## src/rtl/ilv_pkg.sv

```systemverilog
package ilv_pkg;
  localparam int DEF_WORD_W = 32;

  typedef enum logic {
    STREAM_A = 1'b0,
    STREAM_B = 1'b1
  } stream_e;
endpackage

```

## src/rtl/ilv_capture.sv

```systemverilog
module ilv_capture #(
  parameter int WORD_W = 32
) (
  input  logic              clk,
  input  logic              rst,
  input  logic              shift_en,
  input  logic              bit_in,
  input  logic              wr_bank,
  output logic [WORD_W-1:0] rd_word
);
  localparam int NBANK = 2;

  logic [WORD_W-1:0] w0, w1;

  for (genvar g = 0; g < NBANK; g++) begin : gen_bank
    logic [WORD_W-1:0] word_q;

    always_ff @(posedge clk) begin
      if (rst) begin
        word_q <= '0;
      end else if (shift_en && (wr_bank == 1'(g))) begin
        word_q <= {word_q[WORD_W-2:0], bit_in};
      end
    end

    assert_shift_lsb_R3: assert property (@(posedge clk) disable iff (rst)
      (shift_en && (wr_bank == 1'(g))) |=> (word_q[0] == $past(bit_in)));
  end

  assign w0 = gen_bank[0].word_q;
  assign w1 = gen_bank[1].word_q;

  // read side is always the bank not being written
  always_comb begin
    rd_word = wr_bank ? w0 : w1;
  end

  assert_read_bank_hold_R6: assert property (@(posedge clk) disable iff (rst)
    $stable(wr_bank) |-> $stable(rd_word));
endmodule

```

## src/rtl/ilv_frame_ctl.sv

```systemverilog
module ilv_frame_ctl #(
  parameter int WORD_W = 32,
  localparam int IDX_W = $clog2(WORD_W),
  localparam int CNT_W = IDX_W + 1
) (
  input  logic             clk,
  input  logic             rst,
  input  logic             in_vld,
  output logic             wr_bank,
  output logic [CNT_W-1:0] out_cnt,
  output logic             live
);
  localparam int FRAME = 2 * WORD_W;

  logic [IDX_W-1:0] cap_cnt;
  logic             swap;

  assign swap = in_vld && (cap_cnt == IDX_W'(WORD_W - 1));

  always_ff @(posedge clk) begin
    if (rst) begin
      cap_cnt <= '0;
      wr_bank <= 1'b0;
      out_cnt <= '0;
      live    <= 1'b0;
    end else begin
      if (in_vld) begin
        cap_cnt <= cap_cnt + 1'b1;
      end
      if (swap) begin
        wr_bank <= ~wr_bank;
        out_cnt <= '0;
        live    <= 1'b1;
      end else if (live) begin
        out_cnt <= out_cnt + 1'b1;
      end
    end
  end

  assert_swap_at_frame_end_R2: assert property (@(posedge clk) disable iff (rst)
    (swap && live) |-> (out_cnt == CNT_W'(FRAME - 1)));

  assert_swap_flips_bank_R6: assert property (@(posedge clk) disable iff (rst)
    swap |=> (wr_bank != $past(wr_bank)));

  assert_live_sticky_R5: assert property (@(posedge clk) disable iff (rst)
    live |=> live);
endmodule

```

## src/rtl/ilv_out_mux.sv

```systemverilog
module ilv_out_mux
  import ilv_pkg::*;
#(
  parameter int WORD_W = 32,
  localparam int IDX_W = $clog2(WORD_W),
  localparam int CNT_W = IDX_W + 1
) (
  input  logic              live,
  input  logic [CNT_W-1:0]  out_cnt,
  input  logic [WORD_W-1:0] word_a,
  input  logic [WORD_W-1:0] word_b,
  output logic              dout,
  output logic              sel
);
  stream_e          cur;
  logic [IDX_W-1:0] pick;
  logic [CNT_W-1:0] nxt;

  always_comb begin
    cur  = stream_e'(out_cnt[CNT_W-1]);
    pick = IDX_W'(WORD_W - 1) - out_cnt[IDX_W-1:0];
    nxt  = out_cnt + 1'b1;
    if (!live) begin
      dout = 1'b0;
    end else if (cur == STREAM_A) begin
      dout = word_a[pick];
    end else begin
      dout = word_b[pick];
    end
    // select shows the stream of the following bit
    sel = live && (stream_e'(nxt[CNT_W-1]) == STREAM_B);
  end
endmodule

```

## src/rtl/ilv_serializer.sv

```systemverilog
module ilv_serializer
  import ilv_pkg::*;
#(
  parameter int WORD_W = DEF_WORD_W
) (
  input  logic clk,
  input  logic rst,
  input  logic in_vld,
  input  logic in_a,
  input  logic in_b,
  output logic ser_dout,
  output logic ser_sel,
  output logic ser_live
);
  localparam int IDX_W = $clog2(WORD_W);
  localparam int CNT_W = IDX_W + 1;

  logic              wr_bank;
  logic [CNT_W-1:0]  out_cnt;
  logic              live;
  logic [WORD_W-1:0] word_a, word_b;

  ilv_frame_ctl #(.WORD_W(WORD_W)) u_ctl (
    .clk(clk), .rst(rst), .in_vld(in_vld),
    .wr_bank(wr_bank), .out_cnt(out_cnt), .live(live)
  );

  ilv_capture #(.WORD_W(WORD_W)) u_cap_a (
    .clk(clk), .rst(rst), .shift_en(in_vld), .bit_in(in_a),
    .wr_bank(wr_bank), .rd_word(word_a)
  );

  ilv_capture #(.WORD_W(WORD_W)) u_cap_b (
    .clk(clk), .rst(rst), .shift_en(in_vld), .bit_in(in_b),
    .wr_bank(wr_bank), .rd_word(word_b)
  );

  ilv_out_mux #(.WORD_W(WORD_W)) u_mux (
    .live(live), .out_cnt(out_cnt), .word_a(word_a), .word_b(word_b),
    .dout(ser_dout), .sel(ser_sel)
  );

  assign ser_live = live;

  assert_idle_quiet_R5: assert property (@(posedge clk) disable iff (rst)
    !ser_live |-> (!ser_dout && !ser_sel));

  assert_sel_edges_R4: assert property (@(posedge clk) disable iff (rst)
    ($past(live) && ($past(out_cnt) != CNT_W'(WORD_W - 2)) &&
     ($past(out_cnt) != CNT_W'(2 * WORD_W - 2))) |-> $stable(ser_sel));
endmodule

```

## config.mk

```make
export PLATFORM = sky130hd
export DESIGN_NAME = ilv_serializer
export DESIGN_NICKNAME = d
export VERILOG_FILES = /design/src/rtl/ilv_pkg.sv /design/src/rtl/ilv_capture.sv /design/src/rtl/ilv_frame_ctl.sv /design/src/rtl/ilv_out_mux.sv /design/src/rtl/ilv_serializer.sv
export SDC_FILE = /design/constraint.sdc
export NUM_CORES = 1
export LEC_CHECK = 0
export ABC_CLOCK_PERIOD_IN_PS = 2900
export BUFFER_PORTS_ARGS = -buffer_cell sky130_fd_sc_hd__buf_4
export CORE_MARGIN = 1
export CORE_UTILIZATION = 35
export DETAILED_ROUTE_END_ITERATION = 10
export PLACE_DENSITY_LB_ADDON = 0.25
export SLEW_MARGIN = 20
export SYNTH_ARGS = -nofsm -noshare
export SYNTH_HDL_FRONTEND = slang
export SYNTH_SLANG_ARGS = --single-unit
```

## constraint.sdc

```tcl
create_clock -name clk -period 2.9 [get_ports clk]
set_input_delay 0.58 -clock clk [delete_from_list [all_inputs] [get_ports clk]]
set_output_delay 0.58 -clock clk [all_outputs]
set_load 0.005 [all_outputs]
```

# --- Yosys cells after proc, flatten, opt, wreduce, memory -nomap -nowiden ---
# Index checks and enable logic that the tools add are counted.
classes:
  reduce_logical: 5
  n_mux: 8
  addsub: 3
  eq_ne: 1
  n_lt_le_gt_ge: 1
  bitwise_logic: 1
ops:
  columns: ["cell", "n"]
  rows:
  - ["$mux 32", 2]
  - ["$bmux 1 s5", 2]
  - ["$add 6x1->6 const B", 1]
  - ["$lt 5x6->1 const B", 1]
  - ["$add 5x1->5 const B", 1]
  - ["$eq 5x5->1 const B", 1]
  - ["$sub 5x5->5 const A", 1]
  - ["$logic_and 1x1->1", 4]
  - ["$mux 1", 4]
  - ["$reduce_or 2->1", 1]
  - ["$not 1->1", 1]
totals:
  regBits: 141
  word_cells: 27
  in_bits: 5

# --- Longest topological paths before layout ---
# Gate-level depths: netlist of run 1.
depth:
  depth_word: 5
  mapped_depth: 8
  mapped_depth_nobuf: 6

# --- Hierarchy ---
# Synthesis of run 1 repeated with hierarchy kept, for this count alone.
hier_totals:
  cells_unflattened: 604
  area_unflattened_um2: 6906.6
by_module_without_submodules:
  columns: ["module", "area_each_um2", "n_inst", "cells_each"]
  rows:
  - ["ilv_capture", 2854.0, 2, 248]
  - ["ilv_out_mux", 661.9, 1, 53]
  - ["ilv_frame_ctl", 536.8, 1, 55]

# --- Least setup slack after synthesis of run 1 ---
# Ideal clock, no wire load.
synth_timing:
  kind: "reg2out"
  startpoint: "reg u_ctl.out_cnt[0]"
  endpoint: "out ser_dout"
  path_stages_with_launch: 6
  required_ns: 2.320
  t_arrival_ns: 1.610
  path_slack_ns: 0.710
  path_cell_list: "dfxtp_1 > buf_6 > mux4_2 > a211o_1 > o211ai_2 > a41oi_1"
synth_between:
  elab_chain_cells: 5
  word_cells_on_any_way: 7
synth_rtl:
  columns: ["item", "line_no", "text"]
  rows:
  - ["start: declaration", "ilv_frame_ctl.sv:10", "output logic [CNT_W-1:0] out_cnt,"]
  - ["start signal: assignment", "ilv_frame_ctl.sv:35", "out_cnt <= out_cnt + 1'b1;"]
  - ["$sub 5x5->5 *", "ilv_out_mux.sv:21", "pick = IDX_W'(WORD_W - 1) - out_cnt[IDX_W-1:0];"]
  - ["$bmux 1 s5, on equally long branches", "ilv_out_mux.sv:26, ilv_out_mux.sv:28", null]
  - ["$mux 1, on equally long branches", "ilv_out_mux.sv:26, ilv_out_mux.sv:28", null]
  - ["$mux 1 *", "ilv_out_mux.sv:25", "end else if (cur == STREAM_A) begin"]
  - ["$mux 1 *", "ilv_out_mux.sv:23", "if (!live) begin"]
  - ["end: declaration", "ilv_serializer.sv:11", "output logic ser_dout,"]
# Every way passes the cells marked *; elsewhere a longest branch is shown, timed or not. The select of a mux whose other input is x is not followed.

# --- Worst setup path in the final report of run 1 ---
# Same ends and word-level chain as after synthesis.

==> results.tsv, run 1 <==
stage	metric	value	unit
setup_path	rrSetupSlack	1120	ps
clock_tree	root_buffer	clkbuf_16	
floorplanning	initial_core_util	36.1	%
pwr	power_frac_clock	55.0	%
clock_tree	htreeDepth	4	
pwr	p_sw_share	20.4	%
timing	worst_clock_skew	7.61	ps
timing	fin_ws	55.5	ps
floorplanning	core.rowCount	47	
synth	async_reset_ff_share	0	%
grt	antenna_found_initial	0	
timing	fin_crit_sh	98.1	%
grt	overflow	0	
pwr	ir_drop	425	µV
route	met1_length	6590	µm
outcome	status	complete, no violations	
synth	synth_area	6020	µm²
route	route.met2.wl	6470	µm
clock_tree	cts_tree	done	
route	detail-route-antenna-nets	0	
floorplanning	io_pins	8	
synth	synth.distinct_cells	36	
clock_tree	path_clk_slew	60	ps
route	highest_layer	met4	
floorplanning	core	16700	µm²
clock_tree	numCtsBuffers	17	
final_layout	area_growth	18.4	%
synth	synth_warnings	0	
timing	slew-limit-headroom	55.8	%
placement	pre_cts_ws	362	ps
grt	grt_pass1_vias	4473	
synth	synth_nets	719	
route	wirelength	13900	µm
setup_path	rr_worst_depth	5	
synth	postSynthAreaPerCell	8.47	µm²
grt	grt_max_degree	67	
setup_path	arrival	2260	ps
setup_path	worstSetupEndpoint	ser_dout	
synth	synth_seq_cells	141	
route	initialDrtViolationCount	315	
route	first_pass_iters	5	
timing	setup_viol	0	
run	cap_viol_max_count	0	
floorplanning	dieArea	17700	µm²
setup_path	critPathLaunchType	flop	
clock_tree	cts.sink_count	141	
clock_tree	clock_path_buffers	2	
route	route.met3.wl	548	µm
synth	synth_edf_count	0	
clock_tree	clock_latency	420	ps
synth	ys.flop_type	dfxtp_1	
timing	period_needed	2840	ps
setup_path	path_class	flop to output port	
pwr	power_density	634	nW/µm²
final_layout	final_cell_mix	267 x nand2_1, 138 x dfxtp_1, 129 x a21oi_1	
setup_path	r2r-end	u_cap_a.gen_bank[0].word_q[19]$_SDFFE_PP0P_	
route	wire_per_inst	14.8	µm
timing	tightestPinTransition	661	ps
timing	slew_violations	0	
grt	grt_usage	16.5	%
placement	post-place-cells	896	
timing	rsz0062_at_grt	yes	
final_layout	drive_gt1_share	15.5	%
route	routed-via-count	4794	
timing	hold_viol_final	0	
setup_path	reg2reg_from	u_ctl.wr_bank$_SDFFE_PP0P_	
setup_path	cp.required	2320	ps
pwr	p_seq_share	43.1	%
placement	dp_hpwl	8750	µm
pwr	leakagePower	2.27	nW
floorplanning	die_h	133	µm
synth	synth_cells	711	
setup_path	crit_path_start	u_ctl.out_cnt[0]$_SDFFE_PP0P_	
placement	place.gp.congestion	0.821	
floorplanning	die_w	133	µm
pwr	p_switching	0.921	mW
route	drc	0	
setup_path	cp_max_fo	8	
worst_hold_path	hold_class	input port to flop	
synth	ys_seq_area_share	46.9	%
route	vias_per_cell	5.12	
final_layout	final_common_cell	nand2_1	
pwr	power_frac_comb	1.9	%
placement	io_buffers	7	
pwr	internal-power	3.60	mW
final_layout	insertedDiodeCount	0	
setup_path	endpoint_kind	output port	
final_layout	layout.nets	712	
timing	fmax	352	MHz
grt	grt_first_pass_wirelength	22800	µm
final_layout	final_cells	937	
[power groups by stage]
stage / combinational, mW / clock, mW / sequential (mW)
4_1_cts: 0.0876 / 2.54 / 1.95
5_1_grt: 0.0954 / 2.62 / 1.95
3_5_place_dp: 0.0873 / 0 / 1.99
2_1_floorplan: 0.0621 / 0 / 1.99
3_3_place_gp: 0.0856 / 0 / 1.99
6_report: 0.0868 / 2.49 / 1.95
[worst max-delay path, cell delays in order (launching register included)]
cell,delay [ps]
dfxtp_4,420
buf_12,160
mux4_2,500
mux2i_1,170
o2111ai_1,150
nand4_1,160
a41oi_2,130
buf_4,160
[cells in the mapped netlist (all sizes together) (2+ instances only)]
master  count  area, µm²
a221oi      3       26.3
nand2     268       1010
mux2        6       67.6
clkbuf     31        116
xor2        8       70.1
nor2b       2       12.5
buf        27        154
nand2b      2       12.5
mux4       24        541
nand3       2       15.0
a21oi     129        646
o221a       3       33.8
and3        2       12.5
mux2i      21        210
nand4b      2       17.5
dfxtp     141       2820
o211ai      7       57.6
nand4       4       25.0
xnor2       2       17.5
ha          3       37.5
nor2       15       56.3
[how the worst min path moves through the flow]
| stage | startpoint | to | slack [ps] | cells after the start |
|---|---|---|---|---|
| after floorplan | u_cap_a.gen_bank[0].word_q[31]$_SDFFE_PP0P_ | u_cap_a.gen_bank[0].word_q[31]$_SDFFE_PP0P_ | 430 | 2 |
| after global placement | u_cap_b.gen_bank[0].word_q[31]$_SDFFE_PP0P_ | u_cap_b.gen_bank[0].word_q[31]$_SDFFE_PP0P_ | 440 | 2 |
| after CTS | in_b | u_cap_b.gen_bank[0].word_q[0]$_SDFFE_PP0P_ | 400 | 3 |
| final | in_b | u_cap_b.gen_bank[0].word_q[0]$_SDFFE_PP0P_ | 420 | 3 |
| after detailed placement | u_cap_b.gen_bank[1].word_q[31]$_SDFFE_PP0P_ | u_cap_b.gen_bank[1].word_q[31]$_SDFFE_PP0P_ | 450 | 2 |
| after global routing | in_b | u_cap_b.gen_bank[1].word_q[0]$_SDFFE_PP0P_ | 420 | 3 |
[logic make-up after synthesis]
group                      share of synthesized area [%]
AOI/OAI and AO/OA                                   13.4
and+or+nand+nor                                     19.6
adders and majority gates                          0.623
muxes                                               13.6
xor gates and xnor gates                            1.45
DFF                                                 46.9
buffers and inverters                               4.55
[layer usage]
| layer | vias to the layer above | GRT usage [%] |
|---|---|---|
| li1 | 2387 | - |
| met1 | 2289 | 21.9 |
| met2 | 101 | 25.3 |
| met3 | 17 | 4.38 |
| met4 | 0 | 7.01 |
| met5 | - | 0 |
[repair_timing]
| item | in CTS | in global routing |
|---|---|---|
| setup buffers | 7 | 1 |
| hold endpoints to repair | 0 | 0 |
| cloned | 2 | 0 |
| pin swaps | 1 | 6 |
| setup endpoints to repair | 1 | 1 |
| resized for setup | 6 | 5 |
| hold buffers | 0 | 0 |
[sequential cells by signal, summed over array words and instances, names as in the netlist]
register and cells:
u_ctl.wr_bank 1, u_ctl.live 1, u_cap_b.gen_bank.word_q 64, u_ctl.cap_cnt 5
u_cap_a.gen_bank.word_q 64, u_ctl.out_cnt 6
[area by class of cell]
type                    count  area, µm²
flip-flops and latches    141       2830
clock inverters            14        240
clock buffers              18        439
repair buffers             32        377
inverters                   1       3.75
well taps                 220        275
fillers                  1622       9570
multi-input cells         511       2970
[stage by stage]
stage	total power [mW]	hold slack, ps	area, µm²	utilization [%]	TNS, ps
floorplan	2.05	433	6020	-	0
global route	4.66	421	7130	42.7	-26.6
CTS	4.57	403	7120	42.6	-0.304
finish	4.52	415	7130	42.7	0
global placement	2.08	443	6290	37.7	0
detailed placement	2.08	453	6290	37.7	0
(Power assumes the default switching activity.)
==> run 2: changes to the inputs <==
- GPL_TIMING_DRIVEN: not set -> 0
- TNS_END_PERCENT: not set -> 20
==> run 2 against run 1 <==
- the flow now finishes with violations (negative setup slack)
- routed wire length is 10% higher
- flip-flop and latch count stayed put
- global-route usage is 1.7 points higher
- cell area is 0.56% higher
- clock-buffer cell count is 2 higher
- register-to-register slack worse by 210 ps
- via count is 4.5% higher
- hold slack better by 4.3 ps
- core utilization is 0.24 points higher
- combinational power is 8.4% higher
- power is 3.7% lower
- critical endpoint unchanged
- largest power group unchanged
- highest routed layer unchanged
==> results.tsv, run 2 (synthesis results as in run 1) <==
stage	metric	value	unit	change
run	cap_viol_max_count	0		unchanged
setup_path	cp_max_fo	7		was 8
timing	slew-limit-headroom	60.6	%	was 55.8%
final_layout	layout.nets	752		was 712
setup_path	max_stage_delay	370	ps	was 500 ps
pwr	p_sw_share	20.5	%	was 20.4%
final_layout	fillers	1651		was 1622
setup_path	crit_path_start	u_ctl.out_cnt[0]$_SDFFE_PP0P_		unchanged
final_layout	insertedDiodeCount	0		unchanged
route	routed-via-count	5010		was 4794
route	wire_per_inst	15.6	µm	was 14.8 µm
pwr	power_frac_clock	53.1	%	was 55.0%
grt	grt_usage	18.2	%	was 16.5%
route	first_pass_iters	5		unchanged
route	initialDrtViolationCount	299		was 315
grt	grt_max_degree	17		was 67
placement	placed_cell_area	6340	µm²	was 6290 µm²
pwr	leakagePower	2.27	nW	about the same
final_layout	multi_input_area	2960	µm²	was 2970 µm²
timing	tightestPinTransition	592	ps	was 661 ps
route	drc	0		unchanged
route	wirelength	15300	µm	was 13900 µm
pwr	power_density	607	nW/µm²	was 634 nW/µm²
setup_path	endpoint_kind	output port		unchanged
grt	overflow	0		unchanged
setup_path	cp_cell_sequence	buf_12, buf_12, nand3b_1, buf_4, o22a_1, o2111ai_2, nand4_1, a41oi_2, buf_4		was buf_12, mux4_2, mux2i_1, o2111ai_1, nand4_1, a41oi_2, buf_4
floorplanning	die_h	133	µm	unchanged
timing	period_needed	2920	ps	was 2840 ps
setup_path	path_delay_family	buffers and inverters		was multiplexers
timing	fin_crit_sh	101	%	was 98.1%
placement	pre_cts_ws	205	ps	was 362 ps
clock_tree	clock_latency	420	ps	about the same
floorplanning	io_pins	8		unchanged
timing	hold_viol_final	0		unchanged
timing	slew_violations	0		unchanged
pwr	ir_drop	371	µV	was 425 µV
final_layout	final_area	7170	µm²	was 7130 µm²
placement	dp_hpwl	10500	µm	was 8750 µm
placement	place.gp.congestion	0.813		was 0.821
route	vias_per_cell	5.13		was 5.12
setup_path	rrSetupSlack	910	ps	was 1120 ps
setup_path	path_class	flop to output port		unchanged
grt	antenna_found_initial	0		unchanged
clock_tree	root_buffer	clkbuf_16		unchanged
worst_hold_path	hold_class	input port to flop		unchanged
pwr	internal-power	3.46	mW	was 3.60 mW
pwr	p_seq_share	44.7	%	was 43.1%
final_layout	final_cells	977		was 937
clock_tree	holdBufCountCts	0		unchanged
clock_tree	cts.sink_count	141		unchanged
final_layout	postLayoutCoreUtil	43.0	%	was 42.7%
floorplanning	dieArea	17700	µm²	unchanged
outcome	status	finished with violations		was complete, no violations
clock_tree	htreeDepth	4		unchanged
setup_path	path_buf_inv	4		was 2
timing	fin_ws	-21.1	ps	was 55.5 ps
timing	setup_viol	1		was 0
pwr	p_switching	0.894	mW	was 0.921 mW
grt	grt_first_pass_wirelength	24800	µm	was 22800 µm
final_layout	reg_top3	u_cap_a.gen_bank.word_q x64, u_cap_b.gen_bank.word_q x64, u_ctl.out_cnt x6		unchanged
outcome	violations	negative setup slack		
setup_path	reg2reg_from	u_ctl.wr_bank$_SDFFE_PP0P_		unchanged
clock_tree	cts_tree	done		unchanged
pwr	power_frac_comb	2.2	%	was 1.9%
timing	rsz0062_at_grt	yes		unchanged
final_layout	seqCellArea	2830	µm²	about the same
placement	io_buffers	5		was 7
final_layout	drive_gt1_share	13.7	%	was 15.5%
final_layout	final_common_cell	nand2_1		unchanged
clock_tree	clock_path_buffers	2		unchanged
floorplanning	die_w	133	µm	unchanged
setup_path	critPathLaunchType	flop		unchanged
final_layout	area_growth	19.1	%	was 18.4%
floorplanning	core.rowCount	47		unchanged
grt	grt_pass1_vias	4628		was 4473
placement	post-place-cells	936		was 896
worst_hold_path	hold_start	in_b		unchanged
setup_path	cp_slowest_cell	dfxtp_4		was mux4_2
floorplanning	initial_core_util	36.1	%	unchanged
floorplanning	core	16700	µm²	unchanged
clock_tree	numCtsBuffers	17		unchanged
timing	worst_clock_skew	7.15	ps	was 7.61 ps
clock_tree	path_clk_slew	60	ps	about the same
route	detail-route-antenna-nets	0		unchanged
timing	fin_hold_ws	419	ps	was 415 ps
final_layout	final_cell_mix	268 x nand2_1, 140 x dfxtp_1, 129 x a21oi_1		was 267 x nand2_1, 138 x dfxtp_1, 129 x a21oi_1
setup_path	arrival	2340	ps	was 2260 ps
setup_path	cp.required	2320	ps	about the same
timing	fmax	342	MHz	was 352 MHz
## run 2: timing repair
item	CTS	global route
resized for setup	17	4
cloned	1	0
endpoints found under the setup margin	1	1
buffers inserted	9	0
pin swaps	5	3
## run 2: through the flow
stage,setup TNS [ps],power [mW]
floorplan,0,2.05
global placement,0,2.08
detailed placement,0,2.08
CTS,-36.9,4.39
global route,-91.4,4.49
finish,-21.1,4.35
## run 2: final timing paths
check,endpoint,depth (start not counted)
worst max-delay path,ser_dout,9
worst min-delay path,u_cap_b.gen_bank[0].word_q[0]$_SDFFE_PP0P_,3
worst min register to register,u_cap_b.gen_bank[0].word_q[31]$_SDFFE_PP0P_,2
worst max register to register,u_cap_b.gen_bank[1].word_q[29]$_SDFFE_PP0P_,7
## run 2: area by class of cell
type                       count  area share, %
timing repair buffer          14           2.16
tap                          220           3.84
buffer                        58           4.43
sequential                   141           39.4
multi-input combinational    511           41.3
inverter                       1         0.0523
clock buffer                  20           6.51
clock inverter                12           2.32
## run 2: tightest hold or removal path: stages
cell,delay (ps)
buf_4,120
nand2_1,50
a21oi_1,50
## run 2: routing by layer
metal / share of wire, % / track usage [%]
met2: 48 / 29.2
met3: 2.8 / 3.23
met4: 1.2 / 7.83
met1: 48 / 24.2
met5: 0 / 0
## run 2: power groups by stage
stage / clock (mW) / combinational, mW / sequential, mW
final: 2.31 / 0.0941 / 1.95
after global routing: 2.44 / 0.104 / 1.95
after CTS: 2.34 / 0.0940 / 1.95
after detailed placement: 0 / 0.0937 / 1.99
after global placement: 0 / 0.0913 / 1.99
after floorplan: 0 / 0.0621 / 1.99
==> run 3: changes to the inputs <==
--- a/config.mk
+++ b/config.mk
@@ -11,2 +11,3 @@
 export CORE_UTILIZATION = 35
+export CTS_CLUSTER_SIZE = 8
 export DETAILED_ROUTE_END_ITERATION = 10
@@ -14,3 +15,3 @@
 export PLACE_DENSITY_LB_ADDON = 0.25
-export SLEW_MARGIN = 20
+export SLEW_MARGIN = 0
 export SYNTH_ARGS = -nofsm -noshare
==> constraint.sdc (replaced) <==
create_clock -name clk -period 2.9 [get_ports clk]
set_input_delay 0 -clock clk [delete_from_list [all_inputs] [get_ports clk]]
set_output_delay 0 -clock clk [all_outputs]
set_load 0.005 [all_outputs]
==> run 3 against run 2 <==
- the flow now finishes without violations
- combinational power grew 2%
- first-iteration DRC count shrank 9.4%
- clock-buffer cell count is the same
- global-route usage shrank 0.21 points
- die area is the same
- critical path type unchanged
- critical endpoint unchanged
- critical path depth shrank 1
- cell count shrank 0.72%
- routed wire length shrank 1.1%
- highest routed layer unchanged
- via count shrank 1.4%
- clock power is essentially flat
- register-to-register slack lost 50 ps
==> results.tsv, run 3 (synthesis results as in run 1) <==
stage	metric	value	unit	change
outcome	status	complete, no violations		was finished with violations
pwr	leakagePower	2.21	nW	was 2.27 nW
timing	worst_clock_skew	5.92	ps	was 7.15 ps
clock_tree	root_buffer	clkbuf_16		unchanged
floorplanning	io_pins	8		unchanged
run	cap_viol_max_count	0		unchanged
setup_path	cp.required	2900	ps	was 2320 ps
worst_hold_path	hold_class	input port to flop		unchanged
placement	io_buffers	5		unchanged
timing	fmax	394	MHz	was 342 MHz
timing	slew_violations	0		unchanged
final_layout	fillers	1653		was 1651
final_layout	postLayoutCoreUtil	41.9	%	was 43.0%
final_layout	final_cell_mix	268 x nand2_1, 141 x dfxtp_1, 129 x a21oi_1		was 268 x nand2_1, 140 x dfxtp_1, 129 x a21oi_1
grt	grt_first_pass_wirelength	24500	µm	was 24800 µm
route	detail-route-antenna-nets	0		unchanged
timing	fin_crit_sh	87.6	%	was 101%
timing	slew-limit-headroom	60.8	%	was 60.6%
final_layout	final_common_cell	nand2_1		unchanged
route	initialDrtViolationCount	271		was 299
setup_path	critPathLaunchType	flop		unchanged
timing	tightestPinTransition	587	ps	was 592 ps
timing	period_needed	2540	ps	was 2920 ps
placement	post-place-cells	936		unchanged
setup_path	path_class	flop to output port		unchanged
clock_tree	clock_latency	430	ps	was 420 ps
route	routed-via-count	4940		was 5010
placement	dp_hpwl	10500	µm	unchanged
grt	overflow	0		unchanged
clock_tree	clock_path_buffers	2		unchanged
clock_tree	path_clk_slew	60	ps	about the same
placement	placed_cell_area	6340	µm²	unchanged
grt	grt_usage	18.0	%	was 18.2%
final_layout	final_cells	970		was 977
route	vias_per_cell	5.09		was 5.13
placement	place.gp.congestion	0.813		unchanged
route	drc	0		unchanged
floorplanning	core.rowCount	47		unchanged
clock_tree	cts.sink_count	141		unchanged
floorplanning	die_h	133	µm	unchanged
floorplanning	core	16700	µm²	unchanged
final_layout	reg_top3	u_cap_a.gen_bank.word_q x64, u_cap_b.gen_bank.word_q x64, u_ctl.out_cnt x6		unchanged
floorplanning	initial_core_util	36.1	%	unchanged
setup_path	endpoint_kind	output port		unchanged
final_layout	drive_gt1_share	12.0	%	was 13.7%
route	wire_per_inst	15.6	µm	about the same
floorplanning	dieArea	17700	µm²	unchanged
route	first_pass_iters	5		unchanged
pwr	ir_drop	377	µV	was 371 µV
route	wirelength	15100	µm	was 15300 µm
timing	tns	0	ps	was -21.1 ps
timing	fin_hold_ws	67.0	ps	was 419 ps
pwr	power_density	624	nW/µm²	was 607 nW/µm²
final_layout	layout.nets	745		was 752
clock_tree	numCtsBuffers	17		unchanged
setup_path	crit_path_start	u_ctl.out_cnt[0]$_SDFFE_PP0P_		unchanged
setup_path	reg2reg_from	u_ctl.wr_bank$_SDFFE_PP0P_		unchanged
grt	grt_pass1_vias	4609		was 4628
timing	rsz0062_at_grt	no		was yes
pwr	power.total	4.36	mW	was 4.35 mW
setup_path	cp_max_fo	10		was 7
clock_tree	htreeDepth	4		unchanged
setup_path	rr_worst_depth	7		unchanged
timing	setup_viol	0		was 1
worst_hold_path	holdPathStages	3		unchanged
floorplanning	die_w	133	µm	unchanged
final_layout	final_area	6990	µm²	was 7170 µm²
timing	fin_ws	360	ps	was -21.1 ps
final_layout	area_growth	16.0	%	was 19.1%
worst_hold_path	hold_start	in_vld		was in_b
timing	hold_viol_final	0		unchanged
setup_path	arrival	2540	ps	was 2340 ps
grt	grt_max_degree	17		unchanged
final_layout	insertedDiodeCount	0		unchanged
grt	antenna_found_initial	0		unchanged
clock_tree	cts_tree	done		unchanged
placement	pre_cts_ws	785	ps	was 205 ps
[run 3: final cells by class]
cell class	instances	area, µm²	share of cell area (%)
plain buffers	58	270	3.87
clock buffers	20	467	6.68
clock inverters	12	166	2.38
inverters	1	3.75	0.0537
multi-input cells	511	2930	41.9
flip-flops and latches	141	2820	40.4
well taps	220	275	3.94
repair buffers	7	57.6	0.823
[run 3: timing repair]
item | CTS | global route
hold endpoints to repair | 4 | 0
buffers inserted | 0 | 0
gates resized for setup | 0 | 0
setup endpoints to repair | 0 | 0
hold buffers | 2 | 0
[run 3: worst max-delay path, stage by stage (launching register included)]
cell      delay (ps)
dfxtp_1          380
buf_6            240
buf_8            200
nand3b_1         310
o22ai_1          140
a211o_1          290
o211ai_2         200
a41oi_1          180
buf_4            170
[run 3: worst paths after layout]
check             slack (ps)                                          end
setup reg to reg         860   u_cap_a.gen_bank[1].word_q[0]$_SDFFE_PP0P_
hold reg to reg          460  u_cap_b.gen_bank[0].word_q[31]$_SDFFE_PP0P_
setup / recovery         360                                     ser_dout
hold / removal            70                u_ctl.cap_cnt[4]$_SDFFE_PP0P_
[run 3: power by group]
group / switching [mW] / internal, mW
Clock: 0.817 / 1.50
Combinational: 0.0753 / 0.0204
Sequential: 0.00507 / 1.94
[run 3: layer usage]
metal | part of all wire (%) | track usage [%] | vias to the layer above
li1 | - | - | 2459
met1 | 48 | 23.7 | 2357
met2 | 47 | 28.8 | 97
met3 | 3.4 | 3.46 | 27
met4 | 2.3 | 8.14 | 0
met5 | 0 | 0 | -
